--- src/rtl/pixscan_pkg.sv ---
package pixscan_pkg;
  localparam int STATE_W = 17;
  localparam int COL_W   = 9;
  localparam int ROW_W   = 8;
  localparam logic [STATE_W-1:0] FEEDBACK_MASK = 17'h12000;
  localparam logic [STATE_W-1:0] SEED_VALUE    = 17'h00001;

  typedef enum logic [1:0] {
    PS_IDLE = 2'b00,
    PS_RUN  = 2'b01,
    PS_DONE = 2'b10
  } pixscan_phase_e;
endpackage

--- src/rtl/pixscan_lfsr.sv ---
module pixscan_lfsr #(
  parameter int                 STATE_W = pixscan_pkg::STATE_W,
  parameter logic [STATE_W-1:0] MASK    = pixscan_pkg::FEEDBACK_MASK,
  parameter logic [STATE_W-1:0] SEED    = pixscan_pkg::SEED_VALUE
) (
  input  logic               clk,
  input  logic               rst_n,
  input  logic               load,
  input  logic               adv,
  output logic [STATE_W-1:0] state,
  output logic               seq_end
);
  function automatic logic [STATE_W-1:0] galois_step(input logic [STATE_W-1:0] s);
    logic [STATE_W-1:0] shifted;
    shifted = s >> 1;
    return s[0] ? (shifted ^ MASK) : shifted;
  endfunction

  logic [STATE_W-1:0] state_next;

  always_comb begin
    state_next = galois_step(state);
    seq_end    = (state_next == SEED);
  end

  always_ff @(posedge clk) begin
    if (!rst_n)    state <= SEED;
    else if (load) state <= SEED;
    else if (adv)  state <= state_next;
  end

  // a maximal-length register never reaches the all-zero state
  a_r3_state_nonzero: assert property (@(posedge clk) disable iff (!rst_n)
    state != '0);
  // no advance means the state holds
  a_r6_state_hold: assert property (@(posedge clk) disable iff (!rst_n)
    !adv && !load |=> $stable(state));
endmodule

--- src/rtl/pixscan_split.sv ---
module pixscan_split #(
  parameter int STATE_W = pixscan_pkg::STATE_W,
  parameter int COL_W   = pixscan_pkg::COL_W,
  parameter int ROW_W   = pixscan_pkg::ROW_W
) (
  input  logic [STATE_W-1:0] state,
  input  logic [COL_W-1:0]   col_limit,
  input  logic [ROW_W-1:0]   row_limit,
  output logic [COL_W-1:0]   col,
  output logic [ROW_W-1:0]   row,
  output logic               in_range
);
  localparam int COL_LSB = ROW_W;
  localparam int COL_MSB = ROW_W + COL_W - 1;

  function automatic logic [ROW_W-1:0] row_of(input logic [STATE_W-1:0] s);
    return s[ROW_W-1:0] - ROW_W'(1);
  endfunction

  function automatic logic [COL_W-1:0] col_of(input logic [STATE_W-1:0] s);
    return s[COL_MSB:COL_LSB];
  endfunction

  always_comb begin
    col      = col_of(state);
    row      = row_of(state);
    in_range = (col <= col_limit) && (row <= row_limit);
  end

  initial begin
    a_r4_width_fit: assert (COL_W + ROW_W == STATE_W);
  end
endmodule

--- src/rtl/pixscan_ctrl.sv ---
module pixscan_ctrl
  import pixscan_pkg::*;
(
  input  logic clk,
  input  logic rst_n,
  input  logic start,
  input  logic in_range,
  input  logic ready,
  input  logic seq_end,
  output logic load,
  output logic adv,
  output logic valid,
  output logic busy,
  output logic done
);
  pixscan_phase_e phase;
  logic           finish_step;

  always_comb begin
    busy        = (phase == PS_RUN);
    done        = (phase == PS_DONE);
    load        = start && !busy;
    valid       = busy && in_range;
    adv         = busy && (!in_range || ready);
    finish_step = adv && seq_end;
  end

  always_ff @(posedge clk) begin
    if (!rst_n)           phase <= PS_IDLE;
    else if (load)        phase <= PS_RUN;
    else if (finish_step) phase <= PS_DONE;
  end

  // done holds until a new start
  a_r8_done_sticky: assert property (@(posedge clk) disable iff (!rst_n)
    done && !start |=> done);
  // start during a run neither ends nor reloads it
  a_r9_start_ignored: assert property (@(posedge clk) disable iff (!rst_n)
    busy && start && !finish_step |=> busy);
endmodule

--- src/rtl/pixscan_seq.sv ---
module pixscan_seq
  import pixscan_pkg::*;
#(
  parameter int                 P_STATE_W = STATE_W,
  parameter int                 P_COL_W   = COL_W,
  parameter int                 P_ROW_W   = ROW_W,
  parameter logic [P_STATE_W-1:0] P_MASK  = FEEDBACK_MASK,
  parameter logic [P_STATE_W-1:0] P_SEED  = SEED_VALUE
) (
  input  logic               clk,
  input  logic               rst_n,
  input  logic               start,
  input  logic [P_COL_W-1:0] col_limit,
  input  logic [P_ROW_W-1:0] row_limit,
  input  logic               coord_ready,
  output logic               coord_valid,
  output logic [P_COL_W-1:0] coord_col,
  output logic [P_ROW_W-1:0] coord_row,
  output logic               busy,
  output logic               done
);
  logic [P_STATE_W-1:0] state;
  logic                 seq_end;
  logic                 load;
  logic                 adv;
  logic                 in_range;

  pixscan_lfsr #(.STATE_W(P_STATE_W), .MASK(P_MASK), .SEED(P_SEED)) u_lfsr (
    .clk(clk), .rst_n(rst_n), .load(load), .adv(adv),
    .state(state), .seq_end(seq_end)
  );

  pixscan_split #(.STATE_W(P_STATE_W), .COL_W(P_COL_W), .ROW_W(P_ROW_W)) u_split (
    .state(state), .col_limit(col_limit), .row_limit(row_limit),
    .col(coord_col), .row(coord_row), .in_range(in_range)
  );

  pixscan_ctrl u_ctrl (
    .clk(clk), .rst_n(rst_n), .start(start), .in_range(in_range),
    .ready(coord_ready), .seq_end(seq_end), .load(load), .adv(adv),
    .valid(coord_valid), .busy(busy), .done(done)
  );

  // only in-limit coordinates are offered
  a_r5_in_limits: assert property (@(posedge clk) disable iff (!rst_n)
    coord_valid |-> (coord_col <= col_limit) && (coord_row <= row_limit));
  // offered coordinate is held while stalled
  a_r6_hold_offer: assert property (@(posedge clk) disable iff (!rst_n)
    coord_valid && !coord_ready && !start |=> coord_valid && $stable(coord_col) && $stable(coord_row));
  // a rejected state moves on next clock
  a_r7_reject_moves: assert property (@(posedge clk) disable iff (!rst_n)
    busy && !coord_valid |=> !$stable(state));
  // busy and done are exclusive
  a_r8_exclusive: assert property (@(posedge clk) disable iff (!rst_n)
    !(busy && done));
  // every run begins at column 0, row 0
  a_r2_first_coord: assert property (@(posedge clk) disable iff (!rst_n)
    $rose(busy) |-> coord_col == '0 && coord_row == '0);
endmodule

--- config.mk ---
export PLATFORM = sky130hd
export DESIGN_NAME = pixscan_seq
export DESIGN_NICKNAME = d
export VERILOG_FILES = /design/src/rtl/pixscan_pkg.sv /design/src/rtl/pixscan_lfsr.sv /design/src/rtl/pixscan_split.sv /design/src/rtl/pixscan_ctrl.sv /design/src/rtl/pixscan_seq.sv
export SDC_FILE = /design/constraint.sdc
export NUM_CORES = 1
export LEC_CHECK = 0
export ABC_CLOCK_PERIOD_IN_PS = 2500
export CAP_MARGIN = 25
export CORE_MARGIN = 3
export CORE_UTILIZATION = 44
export CTS_CLUSTER_SIZE = 16
export DETAILED_ROUTE_END_ITERATION = 7
export PLACE_DENSITY = 0.81
export SKIP_CTS_REPAIR_TIMING = 1
export SYNTH_ARGS = -nofsm -noshare
export SYNTH_HDL_FRONTEND = slang
export SYNTH_SLANG_ARGS = --single-unit
--- constraint.sdc ---
create_clock -name clk -period 2.5 [get_ports clk]
set_clock_uncertainty 0.05 [all_clocks]
set_input_delay 0.625 -clock clk [delete_from_list [all_inputs] [get_ports clk]]
set_output_delay 0.625 -clock clk [all_outputs]
set_load 0.005 [all_outputs]
==> results of run 1 <==
## cell type report
class	instances	area share [%]
Sequential cell	19	15.4
Multi-Input combinational cell	130	45.5
Inverter	21	3.23
Clock inverter	1	0.199
Timing Repair Buffer	88	32.7
Tap cell	44	2.19
Clock buffer	3	0.895
## layer usage
layer | up-vias | share of wire [%] | track usage [%]
li1 | 814 | - | -
met1 | 813 | 42 | 24.9
met2 | 79 | 51 | 35.6
met3 | 11 | 5.5 | 4.33
met4 | 0 | 1.4 | 3.37
met5 | - | 0 | 0
## synthesized netlist by cell type (all sizes together)
cell	number	area [sq um]
nor2	8	30.0
nor4	4	25.0
nand3	17	85.1
a211o	2	17.5
nand4	4	25.0
o211ai	1	7.51
a21oi	20	115
xor2	5	43.8
clkbuf	2	7.51
nor4b	1	8.76
o311ai	1	8.76
o21ai	21	150
and3	3	28.8
a21o	2	15.0
dfxtp	19	380
buf	15	114
ha	18	225
and2	1	6.26
xnor2	2	17.5
nor2b	2	12.5
inv	20	75.1
clkinv	1	3.75
nand2	7	26.3
a221oi	1	15.0
o2111ai	1	26.3
nor3	4	20.0
nand2b	3	18.8
o2111a	2	23.8
## cells by family (layout without fill, tap and decap cells)
kind of cell    count (synthesis)  after routing  share of synthesized area, %
simple gates                   54             54                          18.7
compound gates                 51             51                          24.7
buf+inv                        38            113                          13.1
flops                          19             19                          24.8
fa+ha+maj                      18             18                          14.7
xor+xnor                        7              7                          4.00
## critical path, delay by kind of cell (launching register included)
kind | cells | cell delay [ns]
AND/OR/NAND/NOR | 4 | 0.72
flip-flops | 1 | 0.38
AO/OA/AOI/OAI | 2 | 0.36
adder cells (fa/ha/maj) | 1 | 0.32
buffers and inverters | 2 | 0.28
XOR/XNOR | 1 | 0.17
## final timing paths
kind,from,endpoint,slack [ns],cells after the start
worst max register to register,u_lfsr.state[0]$_SDFFE_PP1P_,u_lfsr.state[5]$_SDFFE_PP0P_,-0.41,13
worst min register to register,u_ctrl.phase[1]$_SDFFE_PP0P_,u_ctrl.phase[1]$_SDFFE_PP0P_,0.44,2
worst max-delay path,u_lfsr.state[0]$_SDFFE_PP1P_,coord_valid,-0.71,10
worst min-delay path,u_ctrl.phase[1]$_SDFFE_PP0P_,u_ctrl.phase[1]$_SDFFE_PP0P_,0.44,2
## power groups by stage
stage	logic, uW	registers, uW	clock network [uW]
finish	272	311	164
global route	289	311	174
CTS	223	310	161
detailed placement	222	317	0
global placement	217	317	0
floorplan	115	317	0
## flip-flops by register name (all words and copies together) (netlist names)
| register | cells |
|---|---|
| u_ctrl.phase | 2 |
| u_lfsr.state | 17 |
## layout by cell type, fill, tap and decap left out, drive strengths merged, types with 5 or more instances in the layout
cell            n
a21oi          20
buf            46
clkbuf          6
clkdlybuf4s50  38
dfxtp          19
ha             18
inv            20
nand2           7
nand3          17
nor2            8
o21ai          21
xor2            5
## through the flow
stage	hold WS (ns)	instance area [sq um]	total power [uW]
floorplan	0.381	1580	433
global placement	0.403	2250	534
detailed placement	0.406	2250	539
CTS	0.430	2270	695
global route	0.479	2520	774
finish	0.438	2520	746
==> reports/results.tsv, run 1 <==
stage	metric	value	unit
cells_and_area	synth-to-layout area growth	64.2	%
pwr	Flop pwr share	41.7	%
die	die area	4230	sq um
die	Initial Utilization	48.2	%
cells_and_area	Fill cells	189	
drt	per-cell routed wire length	17.8	microns
clock_network	H-tree depth	1	
grt	gr ovfl total	0	
cells_and_area	share of cells above drive strength 1	38.2	%
grt	number of global-route vias before repair	1508	
sta	Final Hold Viols	0	
grt	first-pass GRT wire length	6730	microns
pwr	Sw Ratio	32.2	%
cells_and_area	final cell count without fillers	306	
placement	Setup WS pre-CTS	-0.990	ns
die	DIE WIDTH	65.0	microns
sta	worst setup margin	-0.706	ns
logic_synthesis	sequential share of the synthesized area	24.8	%
sta	worst rel slew slack	69.1	%
logic_synthesis	Post-Syn Area	1530	sq um
sta	Max Slew Vio Count	0	
grt	initial antenna violation count	0	
flow_run	max-cap viol count	0	
placement	Post-DP HPWL	3300	microns
clock_network	CTS sink cnt	19	
die	die height	65.0	microns
sta	Final Cycle Share	128	%
sta	Slew @ Worst Pin	0.458	ns
drt	violation count after the first detailed-route iteration	93	
sta	setup_tns	-8.10	ns
logic_synthesis	Avg Cell Area, Syn	8.20	sq um
placement	DP Cell Count	295	
logic_synthesis	syn_nets	226	
clock_network	CTS Root Cell	clkbuf_4	
drt	Final Routed Wirelength	5450	microns
clock_network	worst-skew pair later-pin latency	0.32	ns
drt	DRT antenna net count	0	
sta	post-layout minimum cycle time	3.21	ns
drt	1st-pass router iterations	4	
pwr	leakage	0.00108	uW
pwr	Internal	506	uW
worst_setup_path	CP cell instances	nor3_1 -> buf_4 -> nand2_1 -> xnor2_2 -> ha_1 -> nand4_1 -> nor2_1 -> a211o_1 -> o2111a_1 -> clkbuf_2	
cells_and_area	utilization after layout	79.2	%
grt	largest net degree at the start of global routing	21	
die	cell row count	20	
drt	Via density	5.61	
logic_synthesis	flops & latches, synth	19	
cells_and_area	ANT cells	0	
worst_setup_path	CP Data Required Time	1.82	ns
sta	RSZ-0062 raised after global routing	yes	
clock_network	maximum clock path buffer count	2	
drt	Post-route DRC	0	
worst_setup_path	Worst setup EP type	output port	
pwr	worst vdd ir	0.000232	V
pwr	Clock Power Share	21.9	%
outcome	failing checks	setup timing	
cells_and_area	nets@finish	302	
placement	RePlAce Congestion	0.812	
logic_synthesis	yosys warns	0	
drt	via count	1717	
worst_setup_path	Setup CP Type	reg2out	
cells_and_area	Multi-input gate area	1140	sq um
clock_network	clock slew at reported path FFs	0.10	ns
clock_network	CTS tree	built	
worst_setup_path	CP max FO	4	
pwr	combinational power share	36.4	%
clock_network	Inserted Clock Buffers	3	
worst_setup_path	CP max stage delay	0.38	ns
grt	GRT Total Usage	20.0	%
sta	Setup violations, final	24	
placement	PortBufs	40	
pwr	switching power total	241	uW
cells_and_area	FF/Latch Area	387	sq um
worst_setup_path	Critical Path Source Type	register	
worst_setup_path	slowest CP cell	dfxtp_4	
logic_synthesis	Synth Instances	187	
die	core area	3180	sq um
die	Ports	41	
sta	Max Clk Rate	312	MHz
pwr	PD cells	297	nW/um^2
worst_setup_path	CP arrival	2.53	ns
outcome	status	finished, violations left	
logic_synthesis	library cells used by synthesis	37	
worst_hold_path	worst hold path class	reg2reg	
Note: power is estimated with default switching activity, not from simulation.
==> run 2: changes to the inputs <==
--- a/config.mk
+++ b/config.mk
@@ -7,7 +7,6 @@
 export LEC_CHECK = 0
 export ABC_CLOCK_PERIOD_IN_PS = 2500
 export CAP_MARGIN = 25
-export CORE_MARGIN = 3
 export CORE_UTILIZATION = 44
 export CTS_CLUSTER_SIZE = 16
 export DETAILED_ROUTE_END_ITERATION = 7
==> run 2 against run 1 <==
The run still ends with setup timing left. Critical endpoint unchanged. Die area down 12%. Flip-flop and latch count unchanged. Combinational power down 3%. Via count down 3.4%. Cell count up 0.65%. Sequential share of layout area about the same. Clock power about the same. Total power down 1.1%.
==> reports/results.tsv, run 2 (same netlist as run 1, synthesis figures left out) <==
stage	metric	value	unit
outcome	status	finished, violations left	
outcome	failing checks	setup timing	
cells_and_area	Reg with most FFs	u_lfsr.state	
worst_setup_path	most frequent CP cell	buf_4	
cells_and_area	Multi-input gate area	1140	sq um
worst_setup_path	Critical R2R Launch	u_lfsr.state[6]$_SDFFE_PP0P_	
worst_setup_path	CP max stage delay	0.39	ns
pwr	switching power total	237	uW
sta	Slew @ Worst Pin	0.495	ns
worst_setup_path	Worst Path Buf+Inv	3	
worst_setup_path	Setup CP Type	reg2out	
worst_setup_path	Reg2Reg Setup Slack	-0.28	ns
grt	number of global-route vias before repair	1427	
drt	per-cell routed wire length	15.7	microns
clock_network	CTS tree	built	
clock_network	CTS Root Cell	clkbuf_4	
pwr	combinational power share	35.6	%
clock_network	Inserted Clock Buffers	3	
sta	Final Cycle Share	125	%
sta	worst setup margin	-0.635	ns
die	DIE WIDTH	61.0	microns
worst_setup_path	slowest CP cell	dfxtp_4	
sta	Setup violations, final	24	
worst_setup_path	Worst setup EP type	output port	
cells_and_area	commonest non-fill, non-tap cells in the layout	43 x buf_4, 38 x clkdlybuf4s50_1, 18 x inv_1, 17 x nand3_1, 17 x dfxtp_1	
cells_and_area	nets@finish	302	
drt	via count	1659	
grt	initial antenna violation count	0	
die	cell row count	21	
grt	GRT Total Usage	21.3	%
placement	PortBufs	40	
sta	post-layout minimum cycle time	3.13	ns
placement	RePlAce Congestion	0.766	
die	Ports	41	
cells_and_area	FF/Latch Area	385	sq um
sta	setup_tns	-5.70	ns
drt	Final Routed Wirelength	4830	microns
die	core area	3340	sq um
cells_and_area	synth-to-layout area growth	63.7	%
pwr	PD cells	294	nW/um^2
grt	first-pass GRT wire length	6000	microns
pwr	Sw Ratio	32.1	%
cells_and_area	Fill cells	214	
worst_hold_path	WHS Endpoint	u_ctrl.phase[1]$_SDFFE_PP0P_	
cells_and_area	commonest non-fill, non-tap cell in the layout	buf_4	
sta	Fin Hold WS	0.419	ns
clock_network	H-tree depth	1	
worst_setup_path	CP max FO	4	
pwr	Internal	501	uW
cells_and_area	share of cells above drive strength 1	38.5	%
worst_setup_path	CP Data Required Time	1.82	ns
pwr	worst vdd ir	0.000226	V
clock_network	CTS sink cnt	19	
drt	violation count after the first detailed-route iteration	83	
cells_and_area	biggest regs	u_lfsr.state (17), u_ctrl.phase (2)	
pwr	Flop pwr share	42.0	%
placement	Post-DP HPWL	3170	microns
worst_hold_path	hold path startpoint	u_ctrl.phase[1]$_SDFFE_PP0P_	
worst_hold_path	hold depth	2	
drt	Post-route DRC	0	
drt	DRT antenna net count	0	
die	die area	3720	sq um
clock_network	maximum clock path buffer count	2	
sta	Max Clk Rate	319	MHz
cells_and_area	ANT cells	0	
drt	Via density	5.39	
pwr	Clock Power Share	22.4	%
drt	1st-pass router iterations	4	
sta	Max Slew Vio Count	0	
cells_and_area	utilization after layout	75.2	%
clock_network	clock slew at reported path FFs	0.12	ns
worst_hold_path	worst hold path class	reg2reg	
cells_and_area	max reg flops	17	
worst_setup_path	CP cell instances	nor3_1 -> buf_4 -> buf_4 -> xor2_1 -> ha_1 -> nand4_1 -> nor2_1 -> a211o_1 -> o2111a_1 -> buf_2	
flow_run	max-cap viol count	0	
die	Initial Utilization	45.9	%
die	die height	61.0	microns
cells_and_area	final cell count without fillers	308	
clock_network	worst-skew pair later-pin latency	0.31	ns
sta	Final Hold Viols	0	
worst_setup_path	reg2reg end	u_lfsr.state[13]$_SDFFE_PP0P_	
grt	largest net degree at the start of global routing	21	
sta	RSZ-0062 raised after global routing	yes	
worst_setup_path	cell family with most CP delay	compound AO/OA/AOI/OAI gates	
worst_setup_path	Critical Path Source Type	register	
placement	DP Cell Count	298	
worst_setup_path	CP arrival	2.46	ns
grt	gr ovfl total	0	
worst_setup_path	Worst R2R Path Depth	12	
pwr	leakage	0.00107	uW
sta	worst rel slew slack	67.0	%
-- run 2: area by class of cell --
cell class / instances / share of cell area (%)
clock buffers: 3 / 0.898
clock inverters: 1 / 0.200
inverters: 21 / 3.24
multi-input cells: 130 / 45.6
flip-flops and latches: 19 / 15.4
well taps: 46 / 2.29
repair buffers: 88 / 32.4
-- run 2: worst min-delay path: stages, from the launching register on --
cell	delay, ns
dfxtp_1	0.34
nand2_1	0.05
o21ai_1	0.05
-- run 2: power groups by stage --
stage | logic (uW) | clock network (uW) | registers (uW)
floorplan | 115 | 0 | 317
global placement | 213 | 0 | 317
detailed placement | 220 | 0 | 317
CTS | 221 | 161 | 310
global route | 281 | 175 | 311
finish | 263 | 165 | 310
-- run 2: worst max-delay path by stage --
stage	cells past startpoint	endpoint	from
CTS	11	coord_valid	u_lfsr.state[1]$_SDFFE_PP0P_
global placement	8	coord_valid	col_limit[8]
finish	10	coord_valid	u_lfsr.state[0]$_SDFFE_PP1P_
detailed placement	8	coord_valid	col_limit[7]
global route	10	coord_valid	u_lfsr.state[0]$_SDFFE_PP1P_
floorplan	10	coord_valid	u_lfsr.state[0]$_SDFFE_PP1P_
-- run 2: routing by layer --
metal / GRT usage [%] / part of all wire [%]
met3: 2.94 / 4.8
met5: 0 / 0
met2: 38.7 / 52
met4: 5.52 / 2.2
met1: 26.4 / 41
-- run 2: stage by stage --
step | worst slack (ns) | power (uW) | area (sq um)
final | -0.635 | 738 | 2510
after global routing | -0.707 | 767 | 2510
after CTS | -1.11 | 692 | 2270
after detailed placement | -0.921 | 537 | 2240
after global placement | -0.864 | 530 | 2240
after floorplan | -0.156 | 433 | 1580
